$ cat src/rtl/llc_coh_ctrl.sv
module llc_coh_ctrl #(
  parameter int WAYS  = 4,
  parameter int CORES = 4,
  parameter int AW    = 8,
  localparam int CIW  = (CORES > 1) ? $clog2(CORES) : 1,
  localparam int TW   = $clog2(CORES + 1)
) (
  input  logic             clk,
  input  logic             rst_n,
  input  logic             msg_valid,
  input  logic [2:0]       msg_type,
  input  logic [AW-1:0]    msg_addr,
  input  logic [CIW-1:0]   msg_core,
  input  logic [TW-1:0]    msg_tokens,
  input  logic             msg_own,
  input  logic             msg_dirty,
  output logic [2:0]       rsp_kind,
  output logic [CIW-1:0]   rsp_core,
  output logic [TW-1:0]    rsp_tokens,
  output logic             rsp_own,
  output logic [CORES-1:0] fwd_mask,
  output logic             wb_valid,
  output logic [AW-1:0]    wb_addr,
  output logic [TW-1:0]    wb_tokens,
  output logic             wb_data
);
  localparam int WIW = (WAYS > 1) ? $clog2(WAYS) : 1;
  localparam logic [TW-1:0] TALL = TW'(CORES);
  localparam logic [2:0] M_GETS = 3'd0, M_GETX = 3'd1, M_IFET = 3'd2, M_FILL = 3'd3,
                         M_TINF = 3'd4, M_UNBL = 3'd5, M_PUT = 3'd6;
  localparam logic [2:0] K_NONE = 3'd0, K_MREQ = 3'd1, K_DATA = 3'd2, K_FWD = 3'd3, K_STALL = 3'd4;

  typedef enum logic [2:0] {ST_I, ST_A, ST_S, ST_O, ST_M, ST_CS, ST_CX, ST_CI} st_e;

  function automatic logic is_con(st_e s);
    return s == ST_CS || s == ST_CX || s == ST_CI;
  endfunction
  function automatic logic is_dat(st_e s);
    return s == ST_S || s == ST_O || s == ST_M;
  endfunction

  st_e            st   [WAYS];
  logic [AW-1:0]  tag  [WAYS];
  logic [CORES-1:0] shr[WAYS];
  logic [CIW-1:0] own  [WAYS];
  logic [CIW-1:0] pend [WAYS];
  logic [TW-1:0]  tok  [WAYS];
  logic           fill [WAYS];
  logic [WIW-1:0] age  [WAYS];

  logic hit, ifnd, afnd, dfnd, vf;
  logic [WIW-1:0] hw, iw, aw, dw, vw, tw, a_age, d_age;

  always_comb begin
    hit = 1'b0; hw = '0; ifnd = 1'b0; iw = '0;
    afnd = 1'b0; aw = '0; a_age = '0; dfnd = 1'b0; dw = '0; d_age = '0;
    for (int w = 0; w < WAYS; w++) begin
      if (st[w] != ST_I && tag[w] == msg_addr) begin hit = 1'b1; hw = WIW'(w); end
      if (st[w] == ST_I && !ifnd) begin ifnd = 1'b1; iw = WIW'(w); end
      if (st[w] == ST_A && (!afnd || age[w] > a_age)) begin afnd = 1'b1; aw = WIW'(w); a_age = age[w]; end
      if (is_dat(st[w]) && (!dfnd || age[w] > d_age)) begin dfnd = 1'b1; dw = WIW'(w); d_age = age[w]; end
    end
  end

  assign vf = ifnd | afnd | dfnd;
  assign vw = ifnd ? iw : (afnd ? aw : dw);

  st_e hst;
  logic hcon, hown, is_req, is_put, acc, blocked, alloc, touch, evd;
  logic [TW-1:0] give, rem, psum;
  logic [CORES-1:0] src;
  st_e pst;

  assign hst     = st[hw];
  assign hcon    = hit && is_con(hst);
  assign hown    = hit && (hst == ST_O || hst == ST_M);
  assign is_req  = msg_valid && (msg_type == M_GETS || msg_type == M_GETX || msg_type == M_IFET);
  assign is_put  = msg_valid && msg_type == M_PUT;
  assign acc     = is_req || is_put;
  assign blocked = acc && (hcon || (!hit && !vf));
  assign alloc   = acc && !hit && vf;
  assign touch   = acc && !blocked;
  assign tw      = hit ? hw : vw;
  assign evd     = is_dat(st[vw]);
  assign src     = CORES'(1) << msg_core;
  assign give    = (msg_type == M_GETS && tok[hw] == TALL) ? TALL : TW'(1);
  assign rem     = tok[hw] - give;
  assign psum    = (hit ? tok[hw] : '0) + msg_tokens;
  assign pst     = (psum == TALL && msg_dirty) ? ST_M : ((hown || msg_own) ? ST_O : ST_S);

  always_ff @(posedge clk) begin
    if (!rst_n) begin
      for (int w = 0; w < WAYS; w++) begin
        st[w] <= ST_I; tag[w] <= '0; shr[w] <= '0; own[w] <= '0;
        pend[w] <= '0; tok[w] <= '0; fill[w] <= 1'b0; age[w] <= WIW'(w);
      end
      rsp_kind <= K_NONE; rsp_core <= '0; rsp_tokens <= '0; rsp_own <= 1'b0;
      fwd_mask <= '0; wb_valid <= 1'b0; wb_addr <= '0; wb_tokens <= '0; wb_data <= 1'b0;
    end else begin
      rsp_kind <= K_NONE; rsp_core <= msg_core; rsp_tokens <= '0; rsp_own <= 1'b0;
      fwd_mask <= '0; wb_valid <= 1'b0;
      wb_addr <= tag[vw]; wb_tokens <= tok[vw]; wb_data <= (st[vw] == ST_O || st[vw] == ST_M);
      if (touch)
        for (int w = 0; w < WAYS; w++)
          if (WIW'(w) == tw) age[w] <= '0;
          else if (age[w] < age[tw]) age[w] <= age[w] + 1'b1;
      if (blocked) begin
        rsp_kind <= K_STALL;
      end else if (alloc) begin
        tag[vw] <= msg_addr; shr[vw] <= '0; own[vw] <= msg_core;
        pend[vw] <= msg_core; fill[vw] <= 1'b0; wb_valid <= evd;
        if (is_put) begin
          tok[vw] <= msg_tokens; st[vw] <= pst;
        end else begin
          tok[vw] <= '0; rsp_kind <= K_MREQ;
          st[vw] <= (msg_type == M_GETS) ? ST_CS : ((msg_type == M_GETX) ? ST_CX : ST_CI);
        end
      end else if (hit && is_put) begin
        tok[hw] <= psum; st[hw] <= pst; shr[hw] <= shr[hw] & ~src;
      end else if (hit && is_req && hst == ST_A) begin
        rsp_kind <= K_FWD;
        if (msg_type == M_GETX) begin
          fwd_mask <= shr[hw] & ~src; shr[hw] <= src; own[hw] <= msg_core;
        end else begin
          fwd_mask <= CORES'(1) << own[hw]; shr[hw] <= shr[hw] | src;
        end
      end else if (hit && is_req) begin
        rsp_kind <= K_DATA;
        if (msg_type == M_GETX) begin
          rsp_tokens <= tok[hw]; rsp_own <= hown; fwd_mask <= shr[hw] & ~src;
          st[hw] <= ST_A; shr[hw] <= src; own[hw] <= msg_core; tok[hw] <= '0;
        end else begin
          rsp_tokens <= give; rsp_own <= (rem == '0) && hown; tok[hw] <= rem;
          shr[hw] <= (give == TALL) ? src : (shr[hw] | src);
          if (rem == '0) begin
            st[hw] <= ST_A;
            if (hown) own[hw] <= msg_core;
          end else begin
            st[hw] <= hown ? ST_O : ST_S;
          end
        end
      end else if (msg_valid && hcon && msg_type == M_FILL && !fill[hw]) begin
        fill[hw] <= 1'b1; rsp_kind <= K_DATA; rsp_core <= pend[hw];
        if (hst == ST_CI) begin
          rsp_tokens <= TW'(1); tok[hw] <= TALL - TW'(1);
        end else begin
          rsp_tokens <= TALL; rsp_own <= 1'b1;
        end
      end else if (msg_valid && hcon && msg_type == M_UNBL && fill[hw] && pend[hw] == msg_core) begin
        if (hst == ST_CX) shr[hw] <= src;
        else shr[hw] <= shr[hw] | src;
        if (hst == ST_CI) st[hw] <= ST_O;
        else begin st[hw] <= ST_A; own[hw] <= msg_core; end
      end else if (msg_valid && hit && msg_type == M_TINF) begin
        shr[hw] <= shr[hw] | src;
        if (msg_own) own[hw] <= msg_core;
      end
    end
  end

  AST_DATA_HAS_TOKEN: assert property (@(posedge clk) disable iff (!rst_n)
    rsp_kind == K_DATA |-> rsp_tokens != '0);
  AST_WB_HAS_TOKENS: assert property (@(posedge clk) disable iff (!rst_n)
    wb_valid |-> wb_tokens != '0);
  AST_STALL_QUIET: assert property (@(posedge clk) disable iff (!rst_n)
    rsp_kind == K_STALL |-> (!wb_valid && fwd_mask == '0));
  AST_MISS_ANSWERED: assert property (@(posedge clk) disable iff (!rst_n)
    (is_req && !hit) |=> (rsp_kind == K_MREQ || rsp_kind == K_STALL));
  AST_CON_STALLS: assert property (@(posedge clk) disable iff (!rst_n)
    (acc && hcon) |=> rsp_kind == K_STALL);

  for (genvar g = 0; g < WAYS; g++) begin : g_chk
    AST_A_NO_TOKENS: assert property (@(posedge clk) disable iff (!rst_n)
      st[g] == ST_A |-> tok[g] == '0);
    AST_M_ALL_TOKENS: assert property (@(posedge clk) disable iff (!rst_n)
      st[g] == ST_M |-> tok[g] == TALL);
    AST_TOKEN_LIMIT: assert property (@(posedge clk) disable iff (!rst_n)
      tok[g] <= TALL);
  end
endmodule

$ cat config.mk
export PLATFORM = sky130hd
export DESIGN_NAME = llc_coh_ctrl
export DESIGN_NICKNAME = d
export VERILOG_FILES = /design/src/rtl/llc_coh_ctrl.sv
export SDC_FILE = /design/constraint.sdc
export NUM_CORES = 1
export LEC_CHECK = 0
export BUFFER_PORTS_ARGS = -buffer_cell sky130_fd_sc_hd__clkbuf_2
export CAP_MARGIN = 20
export CELL_PAD_IN_SITES_DETAIL_PLACEMENT = 0
export CELL_PAD_IN_SITES_GLOBAL_PLACEMENT = 1
export CORE_UTILIZATION = 30
export DETAILED_ROUTE_END_ITERATION = 12
export MAX_ROUTING_LAYER = met4
export PLACE_DENSITY = 0.56
export RECOVER_POWER = 25
export SYNTH_ARGS = -nofsm -noshare
export SYNTH_HDL_FRONTEND = slang
export SYNTH_SLANG_ARGS = --single-unit
$ cat constraint.sdc
create_clock -name clk -period 16.9 [get_ports clk]
set_input_delay 4.225 -clock clk [delete_from_list [all_inputs] [get_ports clk]]
set_output_delay 4.225 -clock clk [all_outputs]
set_load 0.03 [all_outputs]
==> results.yml, run 1 <==
timing:
  fin_ws_ns: 7.611
  hold_slack_ns: 0.4718
  period_share: 0.5496
  rsz0062_at_grt: "false"
  hold_viol: 0
  slew-limit-headroom: 0.05898
  fmax_mhz: 107.7
  slew_viol_final: 0
  fin_tns_setup_ns: 0
  layout_min_cycle_time_ns: 9.289
  clock_skew_ns: 0.01972
  setup_viol: 0
  tightest_slew_ns: 1.412
global_routing:
  grt_pass1_vias: 6750
  grt_max_degree: 47
  gr-total-overflow: 0
  grt_pass1_wl_um: 42320
  antenna_found_initial: 0
  track_usage: 0.2043
synthesis:
  netlist_area_mm2: 0.008481
  synth_xor_area_frac: 0.04485
  yosys-top-cells-count: "97 x edfxtp_1, 94 x nor2_1, 71 x nand2_1"
  synthMuxAreaShare: 0.06890
  yosys_warnings: 0
  synth_adder_area_share: 0.02567
  synth_seq_cells: 126
  async_flop_share: 0
  synth_top_family_by_area: "simple AND/OR/NAND/NOR gates"
  synth_compound_area_frac: 0.1660
  synth_fp_nets: 904
  synth_cells: 867
  synth.most_common_cell: "edfxtp_1"
  avgSynthCellArea_um2: 9.782
  ys.flop_type: "edfxtp_1"
  synth_area_leaders: "edfxtp_1 34%, dfxtp_1 6.8%, nor2_1 4.2%"
  synth_simple_gate_area_share: 0.2406
  synth.distinct_cells: 95
  synthDominantCellAreaShare: 0.3435
  synth_top_area_cell: "edfxtp_1"
  synth-edff-count: 97
  ys_seq_area_frac: 0.4119
pwr:
  seqPwrFrac: 0.412
  clockPowerShare: 0.407
  power.switching_mw: 0.2888
  vdd_drop_max_uv: 44.34
  p_comb_frac: 0.180
  internal-power_mw: 0.6099
  powerDensity_mw_per_mm2: 94.96
  finalPower_mw: 0.8987
  leakagePower_nw: 3.462
  p_sw_frac: 0.3214
final_layout:
  nFillCells: 2933
  drive_gt1_frac: 0.1325
  area_growth_pct: 11.60
  diodes: 0
  nets: 930
  multi_input_area_mm2: 0.004582
  register_area_mm2: 0.003493
  fin_util: 0.3407
clock_tree:
  cts_setup_buffers: 0
  cts_inserted_buffers: 17
  cts_tree: "yes"
  clk_pin_slew_ns: 0.07
  clock-sinks: 126
  cts.repair.resized: 0
  htreeDepth: 4
  ctsHoldBuffers: 0
  clk_latency_ns: 0.44
  clockBufferDepth: 2
  clock-root-buffer: "clkbuf_16"
worst_setup_path:
  critPathCaptureType: "register"
  crit_chain: "clkbuf_1 > xnor2_1 > and4_1 > nand3_1 > and4_1 > nand4_1 > or2_0 > or2_2 > nand2_1 > o21bai_1"
  crit_required_ns: 17.00
  path_max_fanout: 22
  crit_arrival_ns: 9.39
  path_buf_inv: 1
  setup.worst_path.class: "in2reg"
  path_delay_family: "simple AND/OR/NAND/NOR gates"
  worst_path_most_repeated_cell: "and4_1"
  max_stage_delay_ns: 0.94
  cp_slowest_cell: "or2_0"
  start_kind: "input port"
route:
  post_drt_wl_per_cell_um: 21.62
  routed_via_density: 5.379
  topRoutingLayerUsed: "met4"
  drtAntennaViolNets: 0
  first_pass_iters: 5
  route.met2.wl_um: 12990
  initialDrtViolationCount: 434
  m1WireLength_um: 13040
  finalWirelength_um: 27760
  num_vias: 6907
  post-route-drc-count: 0
  dr_wl_met3_um: 1206
floorplan:
  core_mm2: 0.02778
  fp.dieW_um: 170.1
  die_area_mm2: 0.02895
  start_util: 0.3053
  rows: 61
  ios: 47
  fp.dieH_um: 170.1
outcome:
  status: "completed"
hold_path:
  hp-class: "reg2reg"
placement:
  io_buffers: 46
  pre_cts_ws_ns: 8.297
  gp_congestion: 0.8888
  dp_hpwl_um: 20300
run:
  maxCapViolations: 0
==> power by group through the flow <==
stage	registers [mW]	logic [mW]	clock network, mW
2_1_floorplan	0.379	0.114	0
3_3_place_gp	0.377	0.165	0
3_5_place_dp	0.377	0.165	0
4_1_cts	0.370	0.165	0.370
5_1_grt	0.373	0.177	0.384
6_report	0.370	0.162	0.366
==> layer usage <==
metal,track usage,vias up
li1,-,3279
met1,0.2747,3382
met2,0.3193,208
met3,0.02907,38
met4,0.05719,0
met5,-,-
==> cell families after synthesis <==
logic type                 Yosys count
DFF                                126
AOI/OAI and AO/OA                  194
muxes                               43
and+or+nand+nor                    377
adders and majority gates           17
buffers and inverters               70
xor gates and xnor gates            40
==> layout by cell type, fill, tap and decap left out, drive strengths merged, types with 29 or more instances in the layout <==
cell type	instances
dfxtp	29
and2	50
nand2	71
nor3	34
nor2	96
a21oi	38
clkbuf	64
o21ai	55
inv	31
edfxtp	97
==> cell type report <==
class,count,share of cell area
Clock buffer,17,0.04495
Sequential cell,126,0.3691
Clock inverter,15,0.01520
Timing Repair Buffer,56,0.02829
Inverter,21,0.008329
Tap cell,378,0.04997
Multi-Input combinational cell,671,0.4841
==> per-stage QoR <==
step	cell area [µm²]	std cells
2_1_floorplan	8481	867
3_3_place_gp	8979	1251
3_5_place_dp	8986	1252
4_1_cts	9555	1284
5_1_grt	9464	1284
6_report	9464	1284
==> final timing paths <==
path,from,slack [ns],to,cells after the start
worst max-delay path,msg_addr[2],7.61,own[1][0]$_SDFFCE_PN0P_,10
worst min-delay path,fill[1]$_DFF_P_,0.47,fill[1]$_DFF_P_,2
worst max register to register,st[0][2]$_SDFFCE_PN0P_,9.13,age[1][1]$_SDFFCE_PN0P_,25
worst min register to register,fill[1]$_DFF_P_,0.47,fill[1]$_DFF_P_,2
==> registers in the layout (all words and copies together), names as in the netlist <==
signal / cells
pend: 8
own: 8
st: 12
wb_data: 1
wb_tokens: 3
fwd_mask: 4
wb_addr: 8
fill: 4
rsp_own: 1
age: 8
shr: 16
rsp_core: 2
wb_valid: 1
tag: 32
rsp_tokens: 3
tok: 12
rsp_kind: 3
==> worst register-to-register path, stage by stage, from the launching register on <==
cell and delay (ns):
edfxtp_1 0.50, nor3b_1 0.57, nand2_1 0.17, ha_1 0.32, nor2b_1 0.11, o21ai_0 0.09
a21boi_0 0.44, mux2_1 0.40, ha_1 0.30, nand2_1 0.05, o21ai_0 0.10, a21oi_1 0.38
mux2_2 0.39, ha_1 0.30, nor2b_1 0.13, o21ai_0 0.15, a311oi_1 0.13, or3_1 0.33
a211o_1 0.33, nand2_1 0.57, buf_4 0.34, o21a_1 0.33, mux2_2 0.44, a211oi_2 0.25
nor3_1 0.07, o21ai_0 0.25
Power figures use the tool's default switching activity.
==> run 2: changes to the inputs <==
PLACE_DENSITY = 0.58   (was 0.56)
clock period = 7.6 ns   (was 16.9 ns; I/O delays follow)
==> run 2 against run 1 <==
Against the previous run: sequential power increased by 120%; register-to-register slack lost 8.4 ns; routed wire length fell by 3.1%; via count about the same; critical path depth rose by 15; largest power group is now clock; critical endpoint is now own[1][1]$_SDFFCE_PN0P_; total power up 120%.
==> results.yml, run 2 (synthesis gave the netlist of run 1 again) <==
final_layout:
  fin_util: 0.3412
  largest_register: "tag"
  nFillCells: 2897
  drive_gt1_frac: 0.1352
  reg_top3: "tag (32), shr (16)"
  register_area_mm2: 0.003493
  nets: 934
  area_growth_pct: 11.76
  final_cell_mix: "97 x edfxtp_1, 94 x nor2_1, 71 x nand2_1"
  instances_no_fill: 1288
  diodes: 0
  multi_input_area_mm2: 0.004544
  fin_area_mm2: 0.009478
  layout_commonest_cell: "edfxtp_1"
  largest_reg_flops: 32
timing:
  layout_min_cycle_time_ns: 6.854
  setup_viol: 0
  hold_viol: 0
  fmax_mhz: 145.9
  slew_viol_final: 0
  hold_slack_ns: 0.4769
  period_share: 0.9019
  fin_tns_setup_ns: 0
  clock_skew_ns: 0.01395
  tightest_slew_ns: 1.127
  slew-limit-headroom: 0.2458
  fin_ws_ns: 0.7459
  rsz0062_at_grt: "false"
placement:
  io_buffers: 46
  pre_cts_ws_ns: 0.8030
  dpl_cell_area_mm2: 0.009016
  dp.cells: 1256
  dp_hpwl_um: 19750
  gp_congestion: 0.8577
pwr:
  seqPwrFrac: 0.409
  internal-power_mw: 1.390
  clockPowerShare: 0.415
  leakagePower_nw: 3.468
  p_sw_frac: 0.3107
  finalPower_mw: 2.016
  p_comb_frac: 0.176
  powerDensity_mw_per_mm2: 212.7
  power.switching_mw: 0.6263
  vdd_drop_max_uv: 111.3
clock_tree:
  clk_pin_slew_ns: 0.06
  cts_inserted_buffers: 17
  cts.repair.resized: 0
  cts_setup_buffers: 0
  clk_latency_ns: 0.43
  htreeDepth: 4
  clock-root-buffer: "clkbuf_16"
  cts_tree: "yes"
  clock-sinks: 126
  ctsHoldBuffers: 0
  clockBufferDepth: 2
global_routing:
  gr-total-overflow: 0
  antenna_found_initial: 0
  grt_pass1_vias: 6794
  grt_pass1_wl_um: 41900
  grt_max_degree: 28
  track_usage: 0.2010
worst_setup_path:
  r2r_start: "st[0][1]$_SDFFCE_PN0P_"
  crit_arrival_ns: 6.96
  cp_slowest_cell: "or2_2"
  worst_path_most_repeated_cell: "nor2b_1"
  critPathCaptureType: "register"
  reg2regPathDepth: 25
  path_max_fanout: 22
  crit_required_ns: 7.71
  r2r-end: "own[1][1]$_SDFFCE_PN0P_"
  start_kind: "register"
  max_stage_delay_ns: 0.52
  reg2reg_slack_ns: 0.75
  setup.worst_path.class: "reg2reg"
hold_path:
  min_path_cells: 2
  worstHoldStart: "fill[1]$_DFF_P_"
  hp-class: "reg2reg"
  holdPathEnd: "fill[1]$_DFF_P_"
route:
  drtAntennaViolNets: 0
  first_pass_iters: 5
  topRoutingLayerUsed: "met4"
  route.met2.wl_um: 13080
  dr_wl_met3_um: 1281
  routed_via_density: 5.367
  post_drt_wl_per_cell_um: 20.88
  m1WireLength_um: 12250
  initialDrtViolationCount: 554
  num_vias: 6913
  post-route-drc-count: 0
  finalWirelength_um: 26900
floorplan:
  fp.dieH_um: 170.1
  rows: 61
  core_mm2: 0.02778
  start_util: 0.3053
  fp.dieW_um: 170.1
  die_area_mm2: 0.02895
  ios: 47
run:
  maxCapViolations: 0
outcome:
  status: "completed"
==> run 2: cell types whose count changed in the layout (fill, tap and decap cells not counted), sizes merged <==
cell,change
inv,-1
buf,+4
bufinv,+1
clkinv,-3
clkinvlp,+3
==> run 2: cell type report <==
class	count	area share
repair buffers	60	0.03142
multi-input cells	671	0.4795
well taps	378	0.04990
flip-flops and latches	126	0.3686
inverters	21	0.008317
clock buffers	17	0.04488
clock inverters	15	0.01743
==> run 2: worst max path at each step <==
| stage | cells past startpoint | slack [ns] | endpoint | from |
|---|---|---|---|---|
| finish | 25 | 0.75 | own[1][1]$_SDFFCE_PN0P_ | st[0][1]$_SDFFCE_PN0P_ |
| floorplan | 27 | 1.49 | own[1][0]$_SDFFCE_PN0P_ | st[0][1]$_SDFFCE_PN0P_ |
| detailed placement | 24 | 0.80 | age[1][0]$_SDFFCE_PN1P_ | st[0][1]$_SDFFCE_PN0P_ |
| global route | 24 | 0.12 | age[1][1]$_SDFFCE_PN0P_ | st[0][2]$_SDFFCE_PN0P_ |
| CTS | 24 | 0.77 | age[1][1]$_SDFFCE_PN0P_ | st[0][1]$_SDFFCE_PN0P_ |
| global placement | 25 | 0.95 | own[1][0]$_SDFFCE_PN0P_ | st[0][1]$_SDFFCE_PN0P_ |
==> run 2: per-layer routing <==
layer / up-vias / track usage
met5: - / -
met4: 0 / 0.05092
met3: 26 / 0.03395
met2: 197 / 0.3243
met1: 3406 / 0.2607
li1: 3284 / -
==> run 2: power groups by stage <==
stage                     clock network [mW]  registers [mW]  logic [mW]
after CTS                              0.854           0.825       0.362
after floorplan                            0           0.843       0.254
final                                  0.837           0.824       0.354
after global routing                   0.881           0.830       0.391
after detailed placement                   0           0.839       0.360
after global placement                     0           0.839       0.362
==> run 2: worst max-delay path, delay by kind of cell, from the launching register on <==
family,cells,cell delay [ns]
AOI/OAI and AO/OA,8,2.11
adders and majority gates,3,0.73
buffers and inverters,1,0.09
DFF,1,0.47
muxes,2,0.76
and+or+nand+nor,11,2.36
==> run 3: changes to the inputs <==
clock period = 6.1 ns   (was 7.6 ns; I/O delays follow)
==> run 3 against run 2 <==
Against the previous run: via count is 2.9% higher; clock power is 25% higher; count of clock-buffer cells in the layout stayed put; routed wire length is 3.3% higher; first-iteration DRC count is 9.2% higher; worst setup slack worse by 0.57 ns; register-to-register slack worse by 0.45 ns; critical path depth is 11 lower; clock skew is 0.0017 ns lower; flip-flop and latch count stayed put; cell count is 4.9% higher; critical endpoint is now own[2][1]$_SDFFCE_PN0P_; largest cell class unchanged.
==> results.yml, run 3 (synthesis gave the netlist of run 1 again) <==
outcome:
  status: "completed"
final_layout:
  fin_util: 0.3636
  largest_register: "tag"
  reg_top3: "tag (32), shr (16)"
  area_growth_pct: 19.11
  layout_commonest_cell: "edfxtp_1"
  largest_reg_flops: 32
  nets: 997
  diodes: 0
  fin_area_mm2: 0.01010
  drive_gt1_frac: 0.2138
  final_cell_mix: "97 x edfxtp_1, 92 x nor2_1, 71 x buf_4"
timing:
  slew_viol_final: 0
  period_share: 0.9718
  hold_viol: 0
  tightest_slew_ns: 1.042
  fin_tns_setup_ns: 0
  fmax_mhz: 168.7
  clock_skew_ns: 0.01222
  slew-limit-headroom: 0.2977
  setup_viol: 0
  layout_min_cycle_time_ns: 5.928
clock_tree:
  clockBufferDepth: 2
  cts_tree: "yes"
  clock-root-buffer: "clkbuf_16"
  clock-sinks: 126
  clk_pin_slew_ns: 0.06
  htreeDepth: 4
  cts_inserted_buffers: 17
  clk_latency_ns: 0.43
  ctsHoldBuffers: 0
floorplan:
  die_area_mm2: 0.02895
  core_mm2: 0.02778
  fp.dieW_um: 170.1
  start_util: 0.3053
  fp.dieH_um: 170.1
  ios: 47
  rows: 61
global_routing:
  grt_pass1_vias: 6843
  antenna_found_initial: 0
  gr-total-overflow: 0
  grt_pass1_wl_um: 42080
  track_usage: 0.2011
  grt_max_degree: 33
worst_setup_path:
  crit_arrival_ns: 6.11
  crit_required_ns: 6.28
  path_max_fanout: 9
  critPathCaptureType: "register"
  start_kind: "input port"
  setup.worst_path.class: "in2reg"
pwr:
  vdd_drop_max_uv: 128.9
  finalPower_mw: 2.597
  powerDensity_mw_per_mm2: 257.1
  leakagePower_nw: 3.835
route:
  drtAntennaViolNets: 0
  post-route-drc-count: 0
  initialDrtViolationCount: 605
  finalWirelength_um: 27790
  first_pass_iters: 5
  routed_via_density: 5.267
  num_vias: 7116
  post_drt_wl_per_cell_um: 20.57
placement:
  gp_congestion: 0.8932
  dp_hpwl_um: 20690
  io_buffers: 46
  dpl_cell_area_mm2: 0.009442
hold_path:
  hp-class: "reg2reg"
run:
  maxCapViolations: 0
run 3: cell count changes in the layout (fill, tap and decap cells not counted), sizes merged:
cell	change
clkbuf	+2
buf	+61
inv	+1
clkinvlp	-2
clkinv	+1
run 3: cell type report:
cell class	count	area [µm²]
sequential	126	3493
fill	2847	17680
clock inverter	15	170.2
inverter	21	78.83
tap	378	473.0
multi-input combinational	671	4664
clock buffer	17	425.4
timing repair buffer	123	795.8
run 3: critical path, cell delays in order:
cell and delay [ns]:
clkbuf_1 0.23, clkbuf_1 0.24, xnor2_1 0.16, nand4_1 0.22
nor3_2 0.35, buf_4 0.22, a221oi_1 0.07, o21ai_0 0.85
mux2i_1 0.43, a32oi_1 0.42, o311ai_0 0.21, a41oi_1 0.78
o21ai_1 0.18, and2_1 0.21
run 3: worst paths after layout:
check,startpoint,endpoint,slack (ns),depth (start not counted)
worst max-delay path,msg_addr[1],own[2][1]$_SDFFCE_PN0P_,0.17,14
worst max register to register,st[0][2]$_SDFFCE_PN0P_,age[1][1]$_SDFFCE_PN0P_,0.30,27
worst min-delay path,fill[1]$_DFF_P_,fill[1]$_DFF_P_,0.47,2
worst min register to register,fill[1]$_DFF_P_,fill[1]$_DFF_P_,0.47,2
run 3: layer usage:
| metal | GRT usage | share of wire | vias up | wire length [µm] |
|---|---|---|---|---|
| met5 | - | 0 | - | 0 |
| met4 | 0.05092 | 0.017 | 0 | 477 |
| met3 | 0.02860 | 0.046 | 37 | 1292 |
| met2 | 0.3175 | 0.47 | 199 | 13080 |
| met1 | 0.2699 | 0.47 | 3465 | 12940 |
| li1 | - | - | 3415 | - |
run 3: timing repair:
| action | 4_1_cts | 5_1_grt |
|---|---|---|
| setup endpoints to repair | 82 | 166 |
| setup buffers | 0 | 10 |
| pin swaps | 0 | 17 |
| gates resized for setup | 7 | 34 |
| gates cloned | 0 | 0 |
run 3: metrics by stage:
stage	setup WS (ns)	hold WS (ns)	std cells
2_1_floorplan	0.09076	0.4407	867
3_3_place_gp	-0.1047	0.4575	1309
3_5_place_dp	-0.2455	0.4577	1309
4_1_cts	0.01498	0.4674	1341
5_1_grt	-0.05699	0.4909	1351
6_report	0.1717	0.4692	1351
run 3: where the power goes:
group | internal [mW] | total (mW) | switching, mW
sequential | 0.986 | 1.02 | 0.0384
clock | 0.586 | 1.05 | 0.468
combinational | 0.212 | 0.519 | 0.307
total | 1.78 | 2.60 | 0.813
